File: src/rtl/rs_sched_pkg.sv
package rs_sched_pkg;

    typedef enum logic [1:0] {
        OP_ADD = 2'd0,
        OP_SUB = 2'd1,
        OP_MUL = 2'd2
    } op_e;

    typedef enum logic [1:0] {
        ST_FREE,
        ST_WAIT,
        ST_EXEC,
        ST_DONE
    } slot_st_e;

endpackage

File: src/rtl/rs_prio_arb.sv
module rs_prio_arb #(
    parameter int N = 5
) (
    input  logic         clk,
    input  logic         rst_n,
    input  logic [N-1:0] req,
    output logic [N-1:0] grant
);
    always_comb begin
        logic taken;
        taken = 1'b0;
        grant = '0;
        for (int i = 0; i < N; i++) begin
            if (req[i] && !taken) begin
                grant[i] = 1'b1;
                taken    = 1'b1;
            end
        end
    end

    // exactly one winner whenever anyone asks, and never a non-requester
    p_single_winner_r9: assert property (@(posedge clk) disable iff (!rst_n)
        (|req) |-> ($onehot(grant) && ((grant & ~req) == '0)));

endmodule

File: src/rtl/rs_slot.sv
module rs_slot
    import rs_sched_pkg::*;
#(
    parameter int W   = 16,
    parameter int TW  = 3,
    parameter int LAT = 2
) (
    input  logic          clk,
    input  logic          rst_n,
    input  logic          alloc,
    input  op_e           a_op,
    input  logic [W-1:0]  a_vj,
    input  logic [W-1:0]  a_vk,
    input  logic [TW-1:0] a_qj,
    input  logic [TW-1:0] a_qk,
    input  logic          bus_valid,
    input  logic [TW-1:0] bus_tag,
    input  logic [W-1:0]  bus_data,
    input  logic          grant,
    output logic          busy,
    output logic          req,
    output logic [W-1:0]  res
);
    localparam int CW = (LAT > 1) ? $clog2(LAT) : 1;

    slot_st_e      state, nxt;
    op_e           op_q;
    logic [W-1:0]  vj, vk;
    logic [TW-1:0] qj, qk;
    logic [CW-1:0] cnt;
    logic [W-1:0]  alu;

    always_ff @(posedge clk) begin
        if (!rst_n) state <= ST_FREE;
        else        state <= nxt;
    end

    always_comb begin
        nxt = state;
        unique case (state)
            ST_FREE: if (alloc)                  nxt = ST_WAIT;
            ST_WAIT: if (qj == '0 && qk == '0)   nxt = ST_EXEC;
            ST_EXEC: if (cnt == '0)              nxt = ST_DONE;
            ST_DONE: if (grant)                  nxt = ST_FREE;
        endcase
    end

    always_comb begin
        unique case (op_q)
            OP_MUL:  alu = vj * vk;
            OP_SUB:  alu = vj - vk;
            default: alu = vj + vk;
        endcase
    end

    always_ff @(posedge clk) begin
        if (!rst_n) begin
            op_q <= OP_ADD;
            vj   <= '0;
            vk   <= '0;
            qj   <= '0;
            qk   <= '0;
            cnt  <= '0;
            res  <= '0;
        end else begin
            case (state)
                ST_FREE: if (alloc) begin
                    op_q <= a_op;
                    vj   <= a_vj;
                    vk   <= a_vk;
                    qj   <= a_qj;
                    qk   <= a_qk;
                end
                ST_WAIT: begin
                    if (bus_valid && qj != '0 && qj == bus_tag) begin
                        vj <= bus_data;
                        qj <= '0;
                    end
                    if (bus_valid && qk != '0 && qk == bus_tag) begin
                        vk <= bus_data;
                        qk <= '0;
                    end
                    if (qj == '0 && qk == '0) cnt <= CW'(LAT - 1);
                end
                ST_EXEC: begin
                    if (cnt != '0) cnt <= cnt - 1'b1;
                    else           res <= alu;
                end
                default: ;
            endcase
        end
    end

    always_comb begin
        busy = (state != ST_FREE);
        req  = (state == ST_DONE);
    end

    // execution only ever runs on two held values
    p_exec_has_operands_r4: assert property (@(posedge clk) disable iff (!rst_n)
        (state == ST_EXEC) |-> (qj == '0 && qk == '0));
    // a broadcast frees the slot on the following cycle
    p_free_after_grant_r11: assert property (@(posedge clk) disable iff (!rst_n)
        (grant && state == ST_DONE) |=> (state == ST_FREE));
    // allocation only lands on an idle slot
    p_alloc_only_free_r2: assert property (@(posedge clk) disable iff (!rst_n)
        alloc |-> (state == ST_FREE));

endmodule

File: src/rtl/rs_sched.sv
module rs_sched
    import rs_sched_pkg::*;
#(
    parameter int W       = 16,
    parameter int NREG    = 8,
    parameter int N_ADD   = 3,
    parameter int N_MUL   = 2,
    parameter int ADD_LAT = 2,
    parameter int MUL_LAT = 4,
    localparam int RW     = $clog2(NREG),
    localparam int NST    = N_ADD + N_MUL,
    localparam int TW     = $clog2(NST + 1)
) (
    input  logic          clk,
    input  logic          rst_n,
    input  logic          iss_valid,
    input  logic [1:0]    iss_op,
    input  logic [RW-1:0] iss_dst,
    input  logic [RW-1:0] iss_src1,
    input  logic [RW-1:0] iss_src2,
    output logic          iss_ready,
    output logic          bus_valid,
    output logic [TW-1:0] bus_tag,
    output logic [W-1:0]  bus_data,
    input  logic [RW-1:0] rd_idx,
    output logic [W-1:0]  rd_data,
    output logic          rd_pending
);
    logic [W-1:0]  rf   [NREG];
    logic [TW-1:0] stat [NREG];

    logic [NST-1:0] busy, req, grant, alloc;
    logic [W-1:0]   res [NST];
    logic           fire;
    logic [TW-1:0]  new_tag;
    logic [W-1:0]   vj, vk;
    logic [TW-1:0]  qj, qk;
    op_e            op_in;

    assign op_in = op_e'(iss_op);

    // Slot selection: lowest FREE slot of the requested class
    always_comb begin
        logic found;
        found   = 1'b0;
        new_tag = '0;
        for (int i = 0; i < NST; i++) begin
            if (!busy[i] && ((i >= N_ADD) == iss_op[1]) && !found) begin
                found   = 1'b1;
                new_tag = TW'(i + 1);
            end
        end
        iss_ready = found;
        fire      = iss_valid && found;
        alloc     = '0;
        for (int i = 0; i < NST; i++)
            if (fire && new_tag == TW'(i + 1)) alloc[i] = 1'b1;
    end

    // Operand lookup with same-cycle bus bypass
    always_comb begin
        logic [TW-1:0] t1, t2;
        t1 = stat[iss_src1];
        t2 = stat[iss_src2];
        vj = rf[iss_src1];
        qj = '0;
        vk = rf[iss_src2];
        qk = '0;
        if (t1 != '0) begin
            if (bus_valid && bus_tag == t1) vj = bus_data;
            else begin vj = '0; qj = t1; end
        end
        if (t2 != '0) begin
            if (bus_valid && bus_tag == t2) vk = bus_data;
            else begin vk = '0; qk = t2; end
        end
    end

    for (genvar i = 0; i < NST; i++) begin : g_slot
        localparam int LAT = (i >= N_ADD) ? MUL_LAT : ADD_LAT;
        rs_slot #(.W(W), .TW(TW), .LAT(LAT)) u_slot (
            .clk      (clk),
            .rst_n    (rst_n),
            .alloc    (alloc[i]),
            .a_op     (op_in),
            .a_vj     (vj),
            .a_vk     (vk),
            .a_qj     (qj),
            .a_qk     (qk),
            .bus_valid(bus_valid),
            .bus_tag  (bus_tag),
            .bus_data (bus_data),
            .grant    (grant[i]),
            .busy     (busy[i]),
            .req      (req[i]),
            .res      (res[i])
        );
    end

    rs_prio_arb #(.N(NST)) u_arb (
        .clk  (clk),
        .rst_n(rst_n),
        .req  (req),
        .grant(grant)
    );

    always_comb begin
        bus_valid = |req;
        bus_tag   = '0;
        bus_data  = '0;
        for (int i = 0; i < NST; i++) begin
            if (grant[i]) begin
                bus_tag  = TW'(i + 1);
                bus_data = res[i];
            end
        end
    end

    always_ff @(posedge clk) begin
        for (int r = 0; r < NREG; r++) begin
            if (!rst_n) begin
                rf[r]   <= W'(r);
                stat[r] <= '0;
            end else begin
                if (bus_valid && stat[r] == bus_tag) begin
                    rf[r]   <= bus_data;
                    stat[r] <= '0;
                end
                if (fire && iss_dst == RW'(r)) stat[r] <= new_tag;
            end
        end
    end

    assign rd_data    = rf[rd_idx];
    assign rd_pending = (stat[rd_idx] != '0);

    // an issued destination is pending on its new tag
    p_issue_marks_pending_r3: assert property (@(posedge clk) disable iff (!rst_n)
        fire |=> (stat[$past(iss_dst)] != '0));
    // a broadcast bus always names a real slot
    p_bus_tag_real_r6: assert property (@(posedge clk) disable iff (!rst_n)
        bus_valid |-> (bus_tag != '0 && bus_tag <= TW'(NST)));

    for (genvar r = 0; r < NREG; r++) begin : g_reg_chk
        // matching broadcast writes and clears unless re-renamed now
        p_bus_writes_reg_r6: assert property (@(posedge clk) disable iff (!rst_n)
            (bus_valid && stat[r] == bus_tag && !(fire && iss_dst == RW'(r)))
            |=> (stat[r] == '0 && rf[r] == $past(bus_data)));
    end

endmodule

File: config.mk
export PLATFORM = sky130hd
export DESIGN_NAME = rs_sched
export DESIGN_NICKNAME = d
export VERILOG_FILES = /design/src/rtl/rs_sched_pkg.sv /design/src/rtl/rs_prio_arb.sv /design/src/rtl/rs_slot.sv /design/src/rtl/rs_sched.sv
export SDC_FILE = /design/constraint.sdc
export NUM_CORES = 2
export LEC_CHECK = 0
export ABC_CLOCK_PERIOD_IN_PS = 15200
export BUFFER_PORTS_ARGS = -buffer_cell sky130_fd_sc_hd__buf_2
export CAP_MARGIN = 20
export CORE_UTILIZATION = 50
export DETAILED_ROUTE_END_ITERATION = 7
export PLACE_DENSITY = 0.65
export SYNTH_ARGS = -nofsm -noshare
export SYNTH_HDL_FRONTEND = slang
export SYNTH_SLANG_ARGS = --single-unit
File: constraint.sdc
create_clock -name clk -period 15.2 [get_ports clk]
set_input_delay 1.52 -clock clk [delete_from_list [all_inputs] [get_ports clk]]
set_output_delay 1.52 -clock clk [all_outputs]
set_load 0.01 [all_outputs]
# Word-level counts from Yosys, hierarchy flattened
# Memory sizes are Yosys's and may differ from the RTL's.
# Cells that the tools add are included.
[totals]
reg_bits = 297
latchBits = 0
ramBits = 152
mem_bits_ro = 0
in_bits = 17
out_inout_bits = 38
mem_count = 2
[op_classes]
addsub = 15
n_mul = 5
n_div = 0
magnitude_cmp = 0
n_eq_ne = 89
n_shift = 0
n_mux = 219
bitwise_logic = 30
n_reduce_logical = 154
[memory_table]
columns = ["name", "words", "width", "read_ports", "rd_ports_with_merged_regs", "wr", "line", "rtl"]
rows = [
  ["rf", 8, 16, 3, 0, 8, "rs_sched.sv:29", "logic [W-1:0] rf [NREG];"],
  ["stat", 8, 3, 11, 0, 8, "rs_sched.sv:30", "logic [TW-1:0] stat [NREG];"],
]
[op_table]
columns = ["op", "n"]
rows = [
  ["$mux 16", 37],
  ["$pmux 16 s2", 15],
  ["$mux 3", 46],
  ["$add 16x16->16", 5],
  ["$mul 16x16->16", 5],
  ["$sub 16x16->16", 5],
  ["$mux 1", 75],
  ["$logic_and 1x1->1", 62],
  ["$eq 3x3->1", 20],
  ["$pmux 3 s2", 10],
  ["$ne 2x1->1 const B", 29],
  ["$mux 2", 26],
  ["$pmux 2 s4", 5],
  ["$reduce_bool 3->1", 13],
  ["$reduce_and 3->1", 12],
  ["$reduce_bool 2->1", 17],
  ["$logic_not 3->1", 11],
  ["$eq 2x2->1 const B", 15],
  ["$reduce_and 2->1", 13],
  ["$or 1x1->1", 24],
  ["$eq 2x1->1 const B", 10],
  ["$reduce_and 4->1", 5],
  ["$eq 3x3->1 const B", 6],
  ["$logic_not 2->1", 7],
  ["other kinds (10)", 39],
]

# Logic depth before layout (Yosys ltp)
[depth]
ltp_word = 22
mapped_depth = 22
mapped_depth_nobuf = 20

# Hierarchy
# Synthesis repeated with hierarchy kept, for this count alone.
[unflattened]
cells_unflattened = 5688
area_unflattened_um2 = 50185.6
[by_module_without_submodules]
columns = ["module", "instances", "cells_each", "area_per_inst_um2", "seq_area_each_um2"]
rows = [
  ["rs_sched", 1, 959, 11247.0, 4564.4],
  ["rs_slot at g_slot[0].u_slot", 1, 947, 7791.2, 1181.1],
  ["rs_slot at g_slot[1].u_slot", 1, 938, 7778.7, 1181.1],
  ["rs_slot at g_slot[2].u_slot", 1, 950, 7775.0, 1181.1],
  ["rs_slot at g_slot[4].u_slot", 1, 944, 7773.7, 1201.2],
  ["rs_slot at g_slot[3].u_slot", 1, 944, 7764.9, 1201.2],
  ["rs_prio_arb", 1, 6, 55.1, 0.0],
]

# Least setup slack after synthesis
# Ideal clock, no wire load.
[synth_path]
path_kind = "register -> register"
start = "register g_slot[4].u_slot.vk[1]"
end = "register g_slot[4].u_slot.res[14]"
setup_time_ns = 0.127
arrival_ns = 5.307
path_slack_ns = 9.766
path_stages_with_launch = 20
period_less_slack_ns = 5.434
path_cell_list = "dfxtp_1 > clkbuf_1 > clkbuf_1 > nand2_1 > fa_1 > fa_1 > fa_1 > fa_1 > inv_1 > fa_1 > inv_1 > fa_1 > inv_1 > ha_1 > and3_1 > a211oi_1 > a21oi_1 > xor2_1 > o2111ai_1 > nand3_1"
[synth_via]
elab_chain_len = 2
word_cells_on_any_way = 4
cone_classes = "add/sub: 2; mul: 1; mux: 1"
[synth_rtl]
columns = ["element", "line", "rtl"]
rows = [
  ["start: declaration", "rs_slot.sv:28", "logic [W-1:0] vj, vk;"],
  ["start signal: assignment", "rs_slot.sv:70", "vk <= a_vk;"],
  ["start signal: assignment", "rs_slot.sv:80", "vk <= bus_data;"],
  ["$mul 16x16->16, or another cell as far along", "rs_slot.sv:50", "OP_MUL: alu = vj * vk;"],
  ["$pmux 16 s2 (*)", "rs_slot.sv:49", "unique case (op_q)"],
  ["end signal: assignment", "rs_slot.sv:87", "else res <= alu;"],
  ["end: declaration", "rs_slot.sv:22", "output logic [W-1:0] res"],
]
# Mark *: on every way between the ends. The rest lies on a longest branch, timed or not.
# A chain may end at the register's enable or synchronous reset.

# Final worst setup path
[layout_path]
start = "register g_slot[0].u_slot.state[0]"
end = "output bus_data[4]"
[layout_via]
elab_chain_len = 15
word_cells_on_any_way = 22
cone_classes = "eq/ne: 1; mux: 13; reduce/logical: 8"
[layout_rtl]
columns = ["element", "line", "rtl"]
rows = [
  ["start: declaration", "rs_slot.sv:26", "slot_st_e state, nxt;"],
  ["start signal: assignment", "rs_slot.sv:35", "else state <= nxt;"],
  ["$eq 2x2->1 (*)", "rs_slot.sv:96", "req = (state == ST_DONE);"],
  ["$mux 1 (*)", "rs_prio_arb.sv:14", "if (req[i] && !taken) begin"],
  ["$logic_not 1->1", "rs_prio_arb.sv:14", ""],
  ["$logic_and 1x1->1", "rs_prio_arb.sv:14", ""],
  ["$mux 1", "rs_prio_arb.sv:14", ""],
  ["$logic_not 1->1", "rs_prio_arb.sv:14", ""],
  ["$logic_and 1x1->1", "rs_prio_arb.sv:14", ""],
  ["$mux 1", "rs_prio_arb.sv:14", ""],
  ["$logic_not 1->1", "rs_prio_arb.sv:14", ""],
  ["$logic_and 1x1->1", "rs_prio_arb.sv:14", ""],
  ["$mux 1", "rs_prio_arb.sv:14", ""],
  ["$logic_not 1->1", "rs_prio_arb.sv:14", ""],
  ["$logic_and 1x1->1", "rs_prio_arb.sv:14", ""],
  ["$mux 1", "rs_prio_arb.sv:14", ""],
  ["$mux 16 (*)", "rs_sched.sv:112", "if (grant[i]) begin"],
  ["end: declaration", "rs_sched.sv:24", "output logic [W-1:0] bus_data,"],
]
# Marks and branches as above.

==> impl_metrics.toml <==
[logic_synthesis]
async_flop_share = 0
yosysTopAreaCell = "fa_1"
ys_types = 93
ys_seq_area_frac = 0.217
yosys_warnings = 0
netlist_top_cells_area = "fa_1, dfxtp_1, edfxtp_1"
synth_area_per_cell_um2 = 8.85
synth-edff-count = 152
synth_top_area_frac = 0.167
postSynthCellCount = 5479
synth.ff_latch_count = 449
synth_ff_type = "dfxtp_1"
syn-cell-area_mm2 = 0.0485
synthesis.nets = 6255

[job]
maxCapViolCount = 0

[timing]
rsz0062_at_grt = "no"
hold_viol_final = 0
setup_ws_ns = 9.23
max_freq_ghz = 0.168
fin_crit_ns = 5.97
setup-tns-final_ns = 0
slew_headroom = 0.236
setup_viol_count_final = 0
finalCritPeriodShare = 0.392
tightest_slew_ns = 1.15
final_max_slew_viol_count = 0
skew_ns = 0.0440

[cts]
clkSinkCount = 449
cts_hold_buf = 0
cts.path.max_buffers = 3
cts-resized-gates = 0
cts_tree = "built"
cts_buffers = 53
htree_num_levels = 2
root_buffer = "clkbuf_16"
clk_latency_ns = 0.64
cts_setup_buffers = 0
clk_pin_slew_ns = 0.06

[placement]
pre_cts_slack_ns = 9.38
hpwlAfterDp_mm = 110
globalplace.congestion = 0.991
dpl_cell_area_mm2 = 0.0498
placement.io_buffers = 54

[setup_path]
start_kind = "flop"
max_stage_delay_ns = 0.96
cp_slowest_cell = "a221oi_2"
critPathMaxFanout = 26
timing.critical_path.mode_cell = "buf_4"
cp_top_family = "compound AO/OA/AOI/OAI gates"
crit_required_ns = 13.68
crit_arrival_ns = 4.45
cp-end-kind = "primary output"
worstPathCellList = "ha_1, nor3_1, and2_1, buf_4, a221oi_2, buf_4, inv_2, buf_2"
crit_type = "reg2out"
path_buf_inv = 4

[detailed_routing]
drc_errors = 0
routed_wl_mm = 153
drt_pre_antenna_iters = 7
routed-via-count = 40101
postRouteAntennaNets = 0
drt_iter0_markers = 4354
vias_per_cell = 6.02
routedWlPerCell_um = 23.0

[layout]
finish.utilization = 0.543
nFillCells = 8885
area_growth_pct = 7.05
final_area_mm2 = 0.0519
drive_above_1_share = 0.0840
fin_nets = 6124
most-common-layout-cells = "nand2_1, inv_1, nor2_1"
layout_commonest_cell = "nand2_1"

[power]
max-vdd-ir-drop_v = 0.000101
cellLeakagePower_nw = 22.3
p_total_mw = 6.12
power_density_mw_per_mm2 = 118

[floorplanning]
die_h_um = 313
dieWidth_um = 313
num_rows = 113
start_util = 0.507
ios = 55
fp.dieArea_mm2 = 0.0983
core_area_mm2 = 0.0956

[global_route]
grt_pass1_wl_mm = 236
grt_antenna_before_repair = 6
grt.total_usage = 0.312
top_usage_layer = "met2"
gr-usage-met1 = 0.439
grtUsageMet2 = 0.481
gr-usage-met3 = 0.0497
overflow = 0
grt_pass1_vias = 39420
grt_start_max_net_pins = 72

[min_path]
hp-class = "reg2reg"

[run_status]
outcome = "finished clean"
## worst min-delay path, delay by kind of cell (launching register included)
family / cells / cell delay, ns
simple gates: 1 / 0.05
compound gates: 1 / 0.05
flops: 1 / 0.31
## metrics by stage
stage,hold WS (ns),cells
floorplan,0.432,5479
global placement,0.443,6556
detailed placement,0.451,6556
CTS,0.461,6655
global route,0.482,6657
finish,0.458,6666
## power breakdown
part | internal [mW] | switching (mW) | leakage (nW)
logic | 1.16 | 1.79 | 17.3
registers | 1.39 | 0.249 | 3.96
clock network | 0.952 | 0.569 | 1.01
## final timing paths
check,start,to,depth (start not counted),slack (ns)
setup / recovery,g_slot[0].u_slot.state[0],bus_data[4],8,9.23
hold reg to reg,g_slot[0].u_slot.res[6],g_slot[0].u_slot.res[6],2,0.46
hold / removal,g_slot[0].u_slot.res[6],g_slot[0].u_slot.res[6],2,0.46
setup reg to reg,g_slot[4].u_slot.vk[1],g_slot[4].u_slot.res[15],17,9.31
## metal layers
metal  share of wire  up-vias  wire length, um
met4           0.040        4             6190
li1                -    18121                -
met5         0.00015        -               23
met1            0.42    19764            64300
met2            0.44     1918            67600
met3           0.098      294            15000
## synth_stat cells (10+ instances only)
| cell | n |
|---|---|
| a211oi_1 | 45 |
| a21o_1 | 24 |
| a21oi_1 | 181 |
| a221oi_2 | 16 |
| a22oi_1 | 22 |
| a311oi_1 | 10 |
| a31oi_1 | 40 |
| a32o_1 | 80 |
| a41oi_1 | 13 |
| a41oi_2 | 10 |
| and2_1 | 344 |
| and3_1 | 17 |
| buf_1 | 19 |
| buf_2 | 32 |
| clkbuf_1 | 263 |
| dfxtp_1 | 297 |
| edfxtp_1 | 152 |
| fa_1 | 405 |
| ha_1 | 354 |
| inv_1 | 620 |
| inv_2 | 16 |
| mux2_2 | 16 |
| mux2i_1 | 120 |
| mux4_2 | 109 |
| nand2_1 | 682 |
| nand2b_1 | 88 |
| nand3_1 | 49 |
| nand3b_1 | 26 |
| nor2_1 | 450 |
| nor2b_1 | 45 |
| nor3_1 | 92 |
| nor4_1 | 28 |
| o211ai_1 | 42 |
| o21a_1 | 27 |
| o21ai_0 | 135 |
| o21ai_1 | 23 |
| o22ai_1 | 34 |
| o311ai_1 | 16 |
| o31a_1 | 12 |
| o31ai_1 | 21 |
| or3_1 | 16 |
| or3b_1 | 16 |
| xnor2_1 | 267 |
| xor2_1 | 67 |
## cells by family (layout without fill, tap and decap cells)
logic type | Yosys count | in the layout | synth area share
and+or+nand+nor | 1908 | 1908 | 0.187
buffers and inverters | 962 | 875 | 0.0765
AOI/OAI and AO/OA | 814 | 814 | 0.118
adders and majority gates | 759 | 759 | 0.258
DFF | 449 | 449 | 0.217
xor gates and xnor gates | 339 | 339 | 0.0626
muxes | 248 | 248 | 0.0799
other | 0 | 9 | 0
## area by class of cell
cell class	instances	area, um2	area share
antenna	9	22.5	0.000434
sequential	449	10500	0.202
clock buffer	64	1440	0.0277
tap	1265	1580	0.0305
multi-input combinational	4068	34400	0.662
timing repair buffer	138	923	0.0178
clock inverter	35	657	0.0127
inverter	638	2400	0.0462
## state kept, by name, indices dropped and copies added, names as in the netlist
| register | count |
|---|---|
| g_slot.u_slot.vk | 80 |
| g_slot.u_slot.qj | 15 |
| g_slot.u_slot.res | 80 |
| g_slot.u_slot.cnt | 7 |
| stat | 24 |
| g_slot.u_slot.vj | 80 |
| g_slot.u_slot.state | 10 |
| g_slot.u_slot.op_q | 10 |
| rf | 128 |
| g_slot.u_slot.qk | 15 |
(Power assumes the default switching activity.)
